File: config.mk
export PLATFORM = sky130hd
export DESIGN_NAME = resp_ring_writer
export DESIGN_NICKNAME = d
export VERILOG_FILES = /design/src/rtl/rr_pkg.sv /design/src/rtl/rr_imm_latch.sv /design/src/rtl/rr_ring_wr.sv /design/src/rtl/rr_coalesce.sv /design/src/rtl/resp_ring_writer.sv
export SDC_FILE = /design/constraint.sdc
export NUM_CORES = 1
export LEC_CHECK = 0
export BUFFER_PORTS_ARGS = -buffer_cell sky130_fd_sc_hd__buf_2
export CAP_MARGIN = 10
export CORE_ASPECT_RATIO = 0.7
export CORE_UTILIZATION = 57
export DETAILED_ROUTE_END_ITERATION = 7
export PLACE_DENSITY = 0.92
export REMOVE_ABC_BUFFERS = 1
export SLEW_MARGIN = 0
export SYNTH_ARGS = -nofsm -noshare
export SYNTH_HDL_FRONTEND = slang
export SYNTH_SLANG_ARGS = --single-unit
File: constraint.sdc
create_clock -name clk -period 6.3 [get_ports clk]
set_input_delay 0.63 -clock clk [delete_from_list [all_inputs] [get_ports clk]]
set_output_delay 0.63 -clock clk [all_outputs]
set_load 0.01 [all_outputs]
File: src/rtl/rr_pkg.sv
package rr_pkg;
  typedef enum logic [2:0] {
    CFG_IMM  = 3'd0,
    CFG_CTL  = 3'd1,
    CFG_WP   = 3'd2,
    CFG_ICNT = 3'd3,
    CFG_STS  = 3'd4,
    CFG_BASE = 3'd5
  } cfg_sel_e;

  typedef enum logic [1:0] {
    W_IDLE  = 2'd0,
    W_WORD0 = 2'd1,
    W_WORD1 = 2'd2
  } wr_state_e;

  localparam int CTL_IRQ_EN  = 0;
  localparam int CTL_DMA_EN  = 1;
  localparam int IMM_BUSY    = 0;
  localparam int IMM_VCLR    = 1;
  localparam int STS_INT     = 0;
  localparam int STS_OVR     = 2;
  localparam int WP_RST_BIT  = 15;
  localparam int BASE_ALIGN  = 7;
endpackage

File: src/rtl/rr_imm_latch.sv
module rr_imm_latch #(
  parameter int DW    = 32,
  parameter int CAD_W = 4
) (
  input  logic             clk,
  input  logic             rst,
  input  logic             cfg_wr,
  input  logic             wr_busy,
  input  logic             wr_vclr,
  input  logic             take,
  input  logic [DW-1:0]    rsp_data,
  input  logic [CAD_W-1:0] rsp_cad,
  output logic             busy,
  output logic             valid,
  output logic [CAD_W-1:0] cad,
  output logic [DW-1:0]    data
);
  always_ff @(posedge clk) begin
    if (rst) begin
      busy  <= 1'b0;
      valid <= 1'b0;
      cad   <= '0;
      data  <= '0;
    end else if (take) begin
      data  <= rsp_data;
      cad   <= rsp_cad;
      busy  <= 1'b0;
      valid <= 1'b1;
    end else if (cfg_wr) begin
      busy <= wr_busy;
      if (wr_vclr) valid <= 1'b0;
    end
  end

  // a latched response clears busy, sets valid and keeps the word
  a_r1_imm_latch: assert property (@(posedge clk) disable iff (rst)
    take |=> (valid && !busy && data == $past(rsp_data) && cad == $past(rsp_cad)));
endmodule

File: src/rtl/rr_ring_wr.sv
module rr_ring_wr
  import rr_pkg::*;
#(
  parameter int AW    = 32,
  parameter int DW    = 32,
  parameter int PTR_W = 8,
  parameter int CAD_W = 4
) (
  input  logic             clk,
  input  logic             rst,
  input  logic             rsp_valid,
  output logic             rsp_ready,
  input  logic [DW-1:0]    rsp_data,
  input  logic [CAD_W-1:0] rsp_cad,
  input  logic             rsp_unsol,
  input  logic             imm_busy,
  input  logic             dma_en,
  input  logic [AW-1:0]    base,
  input  logic             wp_clear,
  output logic             imm_take,
  output logic             mem_we,
  output logic [AW-1:0]    mem_addr,
  output logic [DW-1:0]    mem_wdata,
  input  logic             mem_ready,
  output logic [PTR_W-1:0] wp,
  output logic             entry_done
);
  localparam int WORD_B = DW / 8;
  localparam int ESH    = $clog2(2 * WORD_B);

  wr_state_e        state;
  logic [AW-1:0]    addr_q;
  logic [DW-1:0]    w0_q, w1_q;
  logic             accept, ring_go;
  logic [PTR_W-1:0] wp_next;

  assign rsp_ready  = (state == W_IDLE);
  assign accept     = rsp_valid && rsp_ready;
  assign imm_take   = accept && imm_busy;
  assign ring_go    = accept && !imm_busy && dma_en;
  assign wp_next    = wp + PTR_W'(1);
  assign mem_we     = (state != W_IDLE);
  assign mem_addr   = addr_q;
  assign mem_wdata  = (state == W_WORD1) ? w1_q : w0_q;
  assign entry_done = (state == W_WORD1) && mem_ready;

  always_ff @(posedge clk) begin
    if (rst) begin
      state  <= W_IDLE;
      wp     <= '0;
      addr_q <= '0;
      w0_q   <= '0;
      w1_q   <= '0;
    end else begin
      case (state)
        W_IDLE: if (ring_go) begin
          wp     <= wp_next;
          addr_q <= base + (AW'(wp_next) << ESH);
          w0_q   <= rsp_data;
          w1_q   <= DW'({rsp_unsol, rsp_cad});
          state  <= W_WORD0;
        end
        W_WORD0: if (mem_ready) begin
          addr_q <= addr_q + AW'(WORD_B);
          state  <= W_WORD1;
        end
        W_WORD1: if (mem_ready) state <= W_IDLE;
        default: state <= W_IDLE;
      endcase
      if (wp_clear) wp <= '0;
    end
  end

  // a stalled word holds address and data
  a_r11_hold: assert property (@(posedge clk) disable iff (rst)
    (mem_we && !mem_ready) |=> (mem_we && $stable(mem_addr) && $stable(mem_wdata)));
  // second word sits one word above the first
  a_r3_word_step: assert property (@(posedge clk) disable iff (rst)
    (state == W_WORD0 && mem_ready) |=> (mem_we && mem_addr == $past(mem_addr) + AW'(WORD_B)));
  // pointer advances by exactly one per ring entry
  a_r4_wp_step: assert property (@(posedge clk) disable iff (rst)
    (ring_go && !wp_clear) |=> (wp == $past(wp) + PTR_W'(1)));
endmodule

File: src/rtl/rr_coalesce.sv
module rr_coalesce #(
  parameter int CNT_W = 8
) (
  input  logic             clk,
  input  logic             rst,
  input  logic             entry_done,
  input  logic             cmd_empty,
  input  logic             irq_en,
  input  logic [CNT_W-1:0] icnt,
  input  logic             clr_int,
  input  logic             clr_ovr,
  output logic             int_q,
  output logic             ovr_q,
  output logic [CNT_W-1:0] cnt_q,
  output logic             irq_req,
  output logic             fetch_resume
);
  logic             int_n, ovr_n, resume_n;
  logic [CNT_W-1:0] cnt_n;

  always_comb begin
    int_n    = int_q;
    ovr_n    = ovr_q;
    cnt_n    = cnt_q;
    resume_n = 1'b0;
    if (clr_int && int_q) begin
      int_n    = 1'b0;
      cnt_n    = '0;
      resume_n = 1'b1;
    end
    if (clr_ovr) ovr_n = 1'b0;
    if (entry_done) begin
      cnt_n = cnt_n + CNT_W'(1);
      if (irq_en && (cnt_n == icnt || cmd_empty)) begin
        if (int_q) ovr_n = 1'b1;
        int_n = 1'b1;
      end
    end
  end

  always_ff @(posedge clk) begin
    if (rst) begin
      int_q        <= 1'b0;
      ovr_q        <= 1'b0;
      cnt_q        <= '0;
      irq_req      <= 1'b0;
      fetch_resume <= 1'b0;
    end else begin
      int_q        <= int_n;
      ovr_q        <= ovr_n;
      cnt_q        <= cnt_n;
      irq_req      <= int_n | ovr_n;
      fetch_resume <= resume_n;
    end
  end

  // reaching the threshold with the enable on raises status
  a_r5_count_hit: assert property (@(posedge clk) disable iff (rst)
    (entry_done && irq_en && !clr_int && (cnt_q + CNT_W'(1) == icnt)) |=> int_q);
  // with the enable off an entry never raises status
  a_r6_no_irq_off: assert property (@(posedge clk) disable iff (rst)
    (entry_done && !irq_en && !clr_int) |=> (int_q == $past(int_q)));
  // the resume pulse follows a counter clear
  a_r8_resume: assert property (@(posedge clk) disable iff (rst)
    fetch_resume |-> (cnt_q <= CNT_W'(1)));
endmodule

File: src/rtl/resp_ring_writer.sv
module resp_ring_writer
  import rr_pkg::*;
#(
  parameter int AW    = 32,
  parameter int DW    = 32,
  parameter int PTR_W = 8,
  parameter int CAD_W = 4,
  parameter int CNT_W = 8
) (
  input  logic               clk,
  input  logic               rst,
  input  logic               rsp_valid,
  output logic               rsp_ready,
  input  logic [DW-1:0]      rsp_data,
  input  logic [CAD_W-1:0]   rsp_cad,
  input  logic               rsp_unsol,
  input  logic               cfg_we,
  input  logic [2:0]         cfg_addr,
  input  logic [31:0]        cfg_wdata,
  input  logic               cmd_ring_empty,
  output logic               mem_we,
  output logic [AW-1:0]      mem_addr,
  output logic [DW-1:0]      mem_wdata,
  input  logic               mem_ready,
  output logic [DW-1:0]      imm_data,
  output logic [CAD_W+3:0]   imm_stat,
  output logic [PTR_W-1:0]   ring_wp,
  output logic [7:0]         ring_sts,
  output logic [CNT_W-1:0]   rsp_count,
  output logic               irq_req,
  output logic               fetch_resume
);
  cfg_sel_e         sel;
  logic [1:0]       ctl_q;
  logic [CNT_W-1:0] icnt_q;
  logic [AW-1:0]    base_q;
  logic             imm_busy, imm_valid, imm_take, entry_done;
  logic [CAD_W-1:0] imm_cad;
  logic             int_q, ovr_q;

  assign sel = cfg_sel_e'(cfg_addr);

  always_ff @(posedge clk) begin
    if (rst) begin
      ctl_q  <= '0;
      icnt_q <= '0;
      base_q <= '0;
    end else if (cfg_we) begin
      case (sel)
        CFG_CTL:  ctl_q  <= cfg_wdata[1:0];
        CFG_ICNT: icnt_q <= cfg_wdata[CNT_W-1:0];
        CFG_BASE: base_q <= {cfg_wdata[AW-1:BASE_ALIGN], BASE_ALIGN'(0)};
        default: ;
      endcase
    end
  end

  rr_imm_latch #(.DW(DW), .CAD_W(CAD_W)) u_imm (
    .clk(clk), .rst(rst),
    .cfg_wr(cfg_we && sel == CFG_IMM),
    .wr_busy(cfg_wdata[IMM_BUSY]), .wr_vclr(cfg_wdata[IMM_VCLR]),
    .take(imm_take), .rsp_data(rsp_data), .rsp_cad(rsp_cad),
    .busy(imm_busy), .valid(imm_valid), .cad(imm_cad), .data(imm_data)
  );

  rr_ring_wr #(.AW(AW), .DW(DW), .PTR_W(PTR_W), .CAD_W(CAD_W)) u_wr (
    .clk(clk), .rst(rst),
    .rsp_valid(rsp_valid), .rsp_ready(rsp_ready),
    .rsp_data(rsp_data), .rsp_cad(rsp_cad), .rsp_unsol(rsp_unsol),
    .imm_busy(imm_busy), .dma_en(ctl_q[CTL_DMA_EN]), .base(base_q),
    .wp_clear(cfg_we && sel == CFG_WP && cfg_wdata[WP_RST_BIT]),
    .imm_take(imm_take),
    .mem_we(mem_we), .mem_addr(mem_addr), .mem_wdata(mem_wdata),
    .mem_ready(mem_ready), .wp(ring_wp), .entry_done(entry_done)
  );

  rr_coalesce #(.CNT_W(CNT_W)) u_coal (
    .clk(clk), .rst(rst),
    .entry_done(entry_done), .cmd_empty(cmd_ring_empty),
    .irq_en(ctl_q[CTL_IRQ_EN]), .icnt(icnt_q),
    .clr_int(cfg_we && sel == CFG_STS && cfg_wdata[STS_INT]),
    .clr_ovr(cfg_we && sel == CFG_STS && cfg_wdata[STS_OVR]),
    .int_q(int_q), .ovr_q(ovr_q), .cnt_q(rsp_count),
    .irq_req(irq_req), .fetch_resume(fetch_resume)
  );

  assign imm_stat = {imm_cad, 2'b00, imm_valid, imm_busy};
  assign ring_sts = {5'b0, ovr_q, 1'b0, int_q};
endmodule

* Word-level counts from Yosys, hierarchy flattened
Cells that the tools add are included.
Storage, ports and cells: register bits 164, output and inout bits 132, word-level logic and storage cells 84
Cells by class: add/sub/neg operators 4, equality and inequality tests 11, multiplexer cells 21, bitwise gates (word level) 1, reduce and logical (&&, ||, !) cells 30
Operator list (number):
- two-way mux 32 bit | 3
- one-hot mux 32 bit (2 select lines) | 1
- adder 32 x 11 -> 32 bit | 1
- adder 32 x 3 -> 32 bit, second input constant | 1
- adder 8 x 1 -> 8 bit, second input constant | 2
- two-way mux 8 bit | 2
- logical AND 1 bit | 13
- two-way mux 1 bit | 11
- AND reduction 2 bit | 5
- equality test 8 bit | 1
- nonzero test 2 bit | 4
- equality test 3 x 2 -> 1 bit, second input constant | 2
- equality test 3 bit, second input constant | 2
- two-way mux 2 bit | 3
- inequality test 2 bit, second input constant | 3
- one-hot mux 2 bit (3 select lines) | 1
- AND reduction 3 bit | 2
- OR reduction 2 bit | 2
- equality test 3 x 1 -> 1 bit, second input constant | 1
- zero test 3 bit | 1
- equality test 2 x 1 -> 1 bit, second input constant | 1
- equality test 2 bit, second input constant | 1
- zero test 2 bit | 1
- zero test 1 bit | 1
- 2 further kinds | 2

* Depth between registers and ports, before layout
Gate-level depths: netlist of the first run.
depth after elaboration 12, depth in mapped cells 12, depth with buffers taken out 11

* Modules after synthesis
A second synthesis of the first run with hierarchy kept.
Unflattened totals: cells, all modules 1036, area, all modules 8745.9 um^2
By module, submodules not included:
- rr_ring_wr | times used 1, cells each 635, area an instance 4773.3 um^2
- resp_ring_writer | times used 1, cells each 172, area an instance 1735.4 um^2
- rr_imm_latch | times used 1, cells each 124, area an instance 1377.6 um^2
- rr_coalesce | times used 1, cells each 105, area an instance 859.6 um^2

* Worst setup path before layout of the first run
OpenSTA, ideal clock, no wires.
kind register -> register, start point reg u_wr.wp[0], end point reg u_wr.addr_q[23], in the netlist u_wr.mem_addr[23], library setup time 0.103 ns, data arrival time 2.973 ns, required time 6.197 ns, setup slack 3.223 ns, cell stages (with the launch flop) 13, path buffers 1, cells stage by stage dfxtp_1 -> ha_1 -> and3_1 -> xor2_1 -> ha_1 -> fa_1 -> a211oi_1 -> or2_1 -> clkbuf_1 -> nor2_1 -> and3_1 -> xnor2_1 -> a2111oi_2
On the way: word-level cells in the longest chain between the ends 4
RTL lines:
- start: declaration | RTL line rr_ring_wr.sv:25 | output logic [PTR_W-1:0] wp,
- start signal: assignment | RTL line rr_ring_wr.sv:57 | wp <= wp_next;
- adder 8 x 1 -> 8 bit | RTL line rr_ring_wr.sv:41 | assign wp_next = wp + PTR_W'(1);
- via u_wr.wp_next[4] | RTL line rr_ring_wr.sv:35 | logic [PTR_W-1:0] wp_next;
- adder 32 x 11 -> 32 bit | RTL line rr_ring_wr.sv:58 | addr_q <= base + (AW'(wp_next) << ESH);
- two-way mux 32 bit | RTL line rr_ring_wr.sv:56 | W_IDLE: if (ring_go) begin
- one-hot mux 32 bit (2 select lines) | RTL line rr_ring_wr.sv:55 | case (state)
- end signal: assignment | RTL line rr_ring_wr.sv:58
- end signal: assignment | RTL line rr_ring_wr.sv:64 | addr_q <= addr_q + AW'(WORD_B);
- end: declaration | RTL line rr_ring_wr.sv:32 | logic [AW-1:0] addr_q;
The timed path passes the listed nets, and every way through them passes these cells. The select of a mux whose other input is x is not followed. A chain may end at the register's enable or synchronous reset.

* Worst setup path in the final report of the first run
Same ends and word-level chain as after synthesis.

==> impl_metrics.ini, run 1 <==
[power]
vdd_ir_drop_max_uv = 199
powerDensity_mw_per_mm2 = 231
p_leak_nw = 3.85

[yosys]
share_of_the_synthesized_area_in_compound_gates_ao_oa_aoi_oai_pct = 17.5
dominant_combinational_cell_family_by_area_after_synthesis = simple AND/OR/NAND/NOR gates
synthesis_warning_total = 0
ys_types = 68
synth-simple-area-share_pct = 29.9
cell_area_after_technology_mapping_sq_mm = 0.00791
synth_fa_ha_area_share_pct = 1.20
postSynthCellCount = 1052
post_synth_xor_area_fraction_pct = 4.54
asyncSetResetFlopFracSynth_pct = 0
post_synth_edffs = 0
synth-seq-area-share_pct = 41.0
synth-main-ff-cell = dfxtp_1
syn-mean-instance-area_sq_um = 7.52
synthesized_flop_and_latch_total = 162
muxShareOfSynthArea_pct = 0.506

[drt]
avgRoutedWirePerCell_um = 15.8
post_drt_via_cell_ratio = 5.71
detailedRoute.firstPassIterationCount = 5
first_iter_violations = 603
wl_um = 22200
route.vias.total = 8008
post-route-drc-count = 0
final_antenna_net_count = 0

[layout]
areaGrowthSynthToFinish_pct = 19.3
final_nets = 1289
antennaDiodeCount = 0
drive_gt1_share_pct = 21.1
finish.utilization_pct = 70.6
finish.instance_area_sq_mm = 0.00943

[floorplan]
top_level_ports = 210
fp.dieW_um = 143
rows = 35
die-area_sq_mm = 0.0144
initial_core_util_pct = 59.2
fp.dieH_um = 101
coreArea_sq_mm = 0.0134

[sta]
slew_viol_final = 0
clock.fmax_mhz = 300
endpoints_failing_hold = 0
grt_setup_unrepaired = false
final_layout_setup_total_negative_slack_ns = 0
maxSlewHeadroom_pct = 17.9
finalWorstPathRequiredPeriod_ns = 3.33
final.hold.worst_slack_ns = 0.433
worst_clock_skew_ns = 0.0198
least_margin_pin_slew_ns = 1.23
setup_viols_final = 0
final.period_utilization_pct = 52.8
setup_ws_ns = 2.97

[clock_tree]
clock_tree.htree_level_count = 4
cts_hold_buf = 0
max-clock-path-buffers = 2
cts_made_buffers = 17
cts_resized = 0
cts_tree = built
cts-root-buf = clkbuf_16
numClockSinks = 162
path_clk_slew_ns = 0.08
clock_latency_ns = 0.43
post_cts_buffers = 0

[placed_design]
buffer_ports.inserted = 199
globalplace.congestion = 0.924
dpl_cell_area_sq_mm = 0.00884
detailedPlacementHpwl_um = 15200
post-place-ws_ns = 3.02

[worst_setup_path]
critical_path_class = reg -> reg
end_kind = flip-flop
worstPathArrival_ns = 3.65
crit_required_ns = 6.62
critical_path_peak_fanout = 6
cp-start-kind = flip-flop

[grt]
via_count_of_the_first_global_routing_pass = 7196
grt_start_max_net_pins = 88
grt_ovf = 0
antenna_found_initial = 0
grt_pass1_wl_um = 35500
track_usage_pct = 31.1

[job]
cap_violations = 0

[status]
run_status = finished clean

[worst_hold_path]
hold_path.class = in -> reg
[per-stage QoR]
step	instances	total power, mW
floorplan	980	1.11
global placement	1370	1.17
detailed placement	1370	1.17
CTS	1402	2.18
global route	1402	2.24
finish	1402	2.18
[layout make-up]
class | instances | area, sq um
Inverter | 9 | 33.8
Tap cell | 185 | 231
Clock buffer | 17 | 425
Fill cell | 1114 | 3920
Sequential cell | 162 | 3240
Clock inverter | 15 | 163
Timing Repair Buffer | 205 | 1040
Multi-Input combinational cell | 809 | 4290
[path summary, 6_finish.rpt]
| kind | cells past startpoint | start | slack, ns | to |
|---|---|---|---|---|
| setup / recovery | 11 | u_wr.wp[0] | 2.97 | u_wr.mem_addr[23] |
| hold / removal | 3 | cfg_wdata[20] | 0.43 | base_q[20] |
| setup reg to reg | 11 | u_wr.wp[0] | 2.97 | u_wr.mem_addr[23] |
| hold reg to reg | 2 | u_wr.w0_q[31] | 0.45 | u_wr.w0_q[31] |
[logic make-up after synthesis]
logic type / after synthesis
fa+ha+maj: 7
mux: 4
xor+xnor: 41
flops: 162
simple gates: 507
buf+inv: 90
compound gates: 240
other cells: 1
[report_power, final]
group	total (mW)	switching (mW)	internal [mW]
registers	1.05	0.0110	1.03
logic	0.105	0.0658	0.0394
clock network	1.03	0.491	0.534
[registers in the layout (all words and copies together), names as in the netlist]
signal and count:
base_q 25, ctl_q 2, icnt_q 8, u_coal.cnt_q 8
u_coal.fetch_resume 1, u_coal.int_q 1, u_coal.irq_req 1, u_coal.ovr_q 1
u_imm.busy 1, u_imm.cad 4, u_imm.data 32, u_imm.valid 1
u_wr.mem_addr 30, u_wr.state 2, u_wr.w0_q 32, u_wr.w1_q 5
u_wr.wp 8
[cell usage after synthesis (9+ instances only)]
library cell,count,area share (%)
nand2_1,279,13
dfxtp_1,162,41
a21oi_1,150,9.5
nor2_1,59,2.8
clkbuf_1,53,2.5
o21ai_0,32,2.0
nand3_1,30,1.9
and2_1,28,2.2
nor3_1,23,1.5
xor2_1,21,2.3
xnor2_1,20,2.2
buf_4,17,1.6
and3_1,12,0.95
nor4_1,12,0.95
or3_1,12,0.95
a211oi_1,11,1.0
a31oi_1,10,0.79
buf_2,9,0.57
inv_1,9,0.43
nand4_1,9,0.71
[critical path, cell delays in order (launching register included)]
cell,delay (ns)
dfxtp_1,0.37
ha_1,0.26
and3_1,0.24
xor2_1,0.15
ha_1,0.22
fa_1,0.42
a211oi_1,0.45
or2_1,0.34
nor2_1,0.10
and3_1,0.21
xnor2_1,0.14
a2111oi_2,0.34
[cell usage in the layout (no fill, tap or decap), drive strengths merged, types with 8 or more instances in the layout]
| master | count |
|---|---|
| buf | 205 |
| inv | 18 |
| o21ai | 34 |
| nor3 | 26 |
| conb | 10 |
| or3 | 12 |
| nand3 | 31 |
| xor2 | 21 |
| nand4 | 11 |
| clkbuf | 17 |
| xnor2 | 20 |
| a31oi | 10 |
| a211oi | 12 |
| nor2 | 59 |
| and2 | 28 |
| dfxtp | 162 |
| nand2 | 279 |
| nand2b | 8 |
| a21oi | 151 |
| nor4 | 12 |
| and3 | 12 |
[metal layers]
metal	track usage (%)	share of wire [%]	routed length, um
met5	0	0	0
met4	7.20	1.5	337
met3	8.98	11	2460
met2	48.7	45	9970
met1	42.5	42	9390
No activity file was read; power rests on OpenSTA's default activity.
==> run 2: changes to the inputs <==
--- a/config.mk
+++ b/config.mk
@@ -8,9 +8,9 @@
 export BUFFER_PORTS_ARGS = -buffer_cell sky130_fd_sc_hd__buf_2
 export CAP_MARGIN = 10
 export CORE_ASPECT_RATIO = 0.7
-export CORE_UTILIZATION = 57
+export CORE_UTILIZATION = 48
 export DETAILED_ROUTE_END_ITERATION = 7
-export PLACE_DENSITY = 0.92
+export PLACE_DENSITY = 0.84
 export REMOVE_ABC_BUFFERS = 1
 export SLEW_MARGIN = 0
 export SYNTH_ARGS = -nofsm -noshare
==> constraint.sdc (replaced) <==
create_clock -name clk -period 3.05 [get_ports clk]
set_input_delay 0.305 -clock clk [delete_from_list [all_inputs] [get_ports clk]]
set_output_delay 0.305 -clock clk [all_outputs]
set_load 0.01 [all_outputs]
==> impl_metrics.ini, run 2 (synthesized netlist as in run 1, its figures left out) <==
[floorplan]
coreArea_sq_mm = 0.0158
top_level_ports = 210
fp.dieH_um = 109
die-area_sq_mm = 0.0170
rows = 38
initial_core_util_pct = 50.1
fp.dieW_um = 155

[clock_tree]
max-clock-path-buffers = 2
cts-root-buf = clkbuf_16
cts_tree = built
clock_tree.htree_level_count = 4
path_clk_slew_ns = 0.07
numClockSinks = 162
cts_made_buffers = 17
clock_latency_ns = 0.43

[layout]
layout.cells.most_common_list = nand2_1, buf_2, dfxtp_1
instances_no_fill = 1451
final_nets = 1302
areaGrowthSynthToFinish_pct = 21.6
drive_gt1_share_pct = 22.4
most_common_library_cell_in_the_layout_ignoring_fill_and_taps = nand2_1

[job]
cap_violations = 0

[sta]
setup_ws_ns = 0.136
final.period_utilization_pct = 95.5
final_layout_setup_total_negative_slack_ns = 0
slew_viol_final = 0
maxSlewHeadroom_pct = 33.2
endpoints_failing_hold = 0
worst_clock_skew_ns = 0.0120
clock.fmax_mhz = 343
finalWorstPathRequiredPeriod_ns = 2.91
setup_viols_final = 0
least_margin_pin_slew_ns = 1.00
final.hold.worst_slack_ns = 0.113

[worst_setup_path]
cpLargestDelayFamily = simple AND/OR/NAND/NOR gates
worstPathArrival_ns = 3.20
critical_path.slowest_cell = dfxtp_1
critical_path_class = reg -> reg
end_kind = flip-flop
cp_num_buf_inv = 1
cp-start-kind = flip-flop
worst_path_largest_cell_delay_ns = 0.42
crit_required_ns = 3.33
critical_path_peak_fanout = 10
worstPathCellList = and3_2, nand3_2, nor2_2, xor2_1, ha_1, and3_1, a221oi_2, buf_6, nor2_1, xor2_1, a221oi_1, nor2_1

[grt]
track_usage_pct = 26.8
grt_ovf = 0
grt_start_max_net_pins = 81
grt_pass1_wl_um = 36300
antenna_found_initial = 1
via_count_of_the_first_global_routing_pass = 7449

[power]
power_frac_clock_pct = 47.5
cell_internal_pwr_mw = 3.46
power.switching_fraction_pct = 23.9
vdd_ir_drop_max_uv = 455
seq_power_share_pct = 47.5
powerDensity_mw_per_mm2 = 473
p_total_mw = 4.54
combinationalPowerShare_pct = 4.9
p_switching_mw = 1.08
p_leak_nw = 3.91

[placed_design]
place_inst = 1416
detailedPlacementHpwl_um = 16000
buffer_ports.inserted = 199
globalplace.congestion = 0.957
post-place-ws_ns = 0.00913

[drt]
detailedRoute.firstPassIterationCount = 6
final_antenna_net_count = 0
route.vias.total = 8006
post-route-drc-count = 0
wl_um = 22800
post_drt_via_cell_ratio = 5.52
avgRoutedWirePerCell_um = 15.7
first_iter_violations = 636

[status]
run_status = finished clean

[worst_hold_path]
hold_path.class = in -> reg
==> run 2: cell count changes in the layout (fill, tap and decap cells not counted), sizes merged <==
cell      delta
buf         +13
bufinv       +2
diode        +1
clkinv       +1
clkinvlp     +1
clkbuf       +1
inv          -5
==> run 2: final timing paths <==
check                      from                 to  slack (ns)  cells after the start
setup reg to reg     u_wr.wp[2]  u_wr.mem_addr[18]        0.14                     12
setup / recovery     u_wr.wp[2]  u_wr.mem_addr[18]        0.14                     12
hold / removal    cfg_wdata[31]         base_q[31]        0.11                      3
hold reg to reg   u_wr.w0_q[30]      u_wr.w0_q[30]        0.45                      2
==> run 2: through the flow <==
| stage | cell area (sq um) | utilization, % |
|---|---|---|
| 2_1_floorplan | 7560 | - |
| 3_3_place_gp | 8980 | 56.9 |
| 3_5_place_dp | 8980 | 56.9 |
| 4_1_cts | 9580 | 60.7 |
| 5_1_grt | 9610 | 60.9 |
| 6_report | 9610 | 60.9 |
==> run 2: metal layers <==
metal / wire [um] / up-vias / GRT usage (%)
li1: - / 3913 / -
met1: 10200 / 3706 / 35.3
met2: 9950 / 352 / 40.9
met3: 2330 / 35 / 9.11
met4: 391 / 0 / 9.66
met5: 0 / - / 0
==> run 2: area by class of cell <==
class	instances	area (sq um)
Fill cell	1463	6170
Multi-Input combinational cell	809	4310
Sequential cell	162	3240
Timing Repair Buffer	218	1160
Clock buffer	18	439
Tap cell	220	275
Clock inverter	14	151
Inverter	9	33.8
Antenna cell	1	2.50
==> run 2: worst reg2reg max path, delay by kind of cell (launching register included) <==
| family | cells | cell delay (ns) |
|---|---|---|
| compound gates | 2 | 0.54 |
| fa+ha+maj | 1 | 0.30 |
| flops | 1 | 0.42 |
| buf+inv | 1 | 0.20 |
| xor+xnor | 2 | 0.32 |
| simple gates | 6 | 0.98 |
==> run 2: what timing repair did <==
item                       CTS  global route
resized for setup            1             7
setup buffers                0             2
hold buffers                 0             0
pin swaps                    0             2
setup endpoints to repair    1            14
==> run 2: power groups by stage <==
stage,combinational [mW],sequential [mW],clock [mW]
detailed placement,0.220,2.21,0
global route,0.245,2.16,2.29
CTS,0.221,2.16,2.19
global placement,0.217,2.21,0
floorplan,0.0805,2.21,0
finish,0.223,2.16,2.16
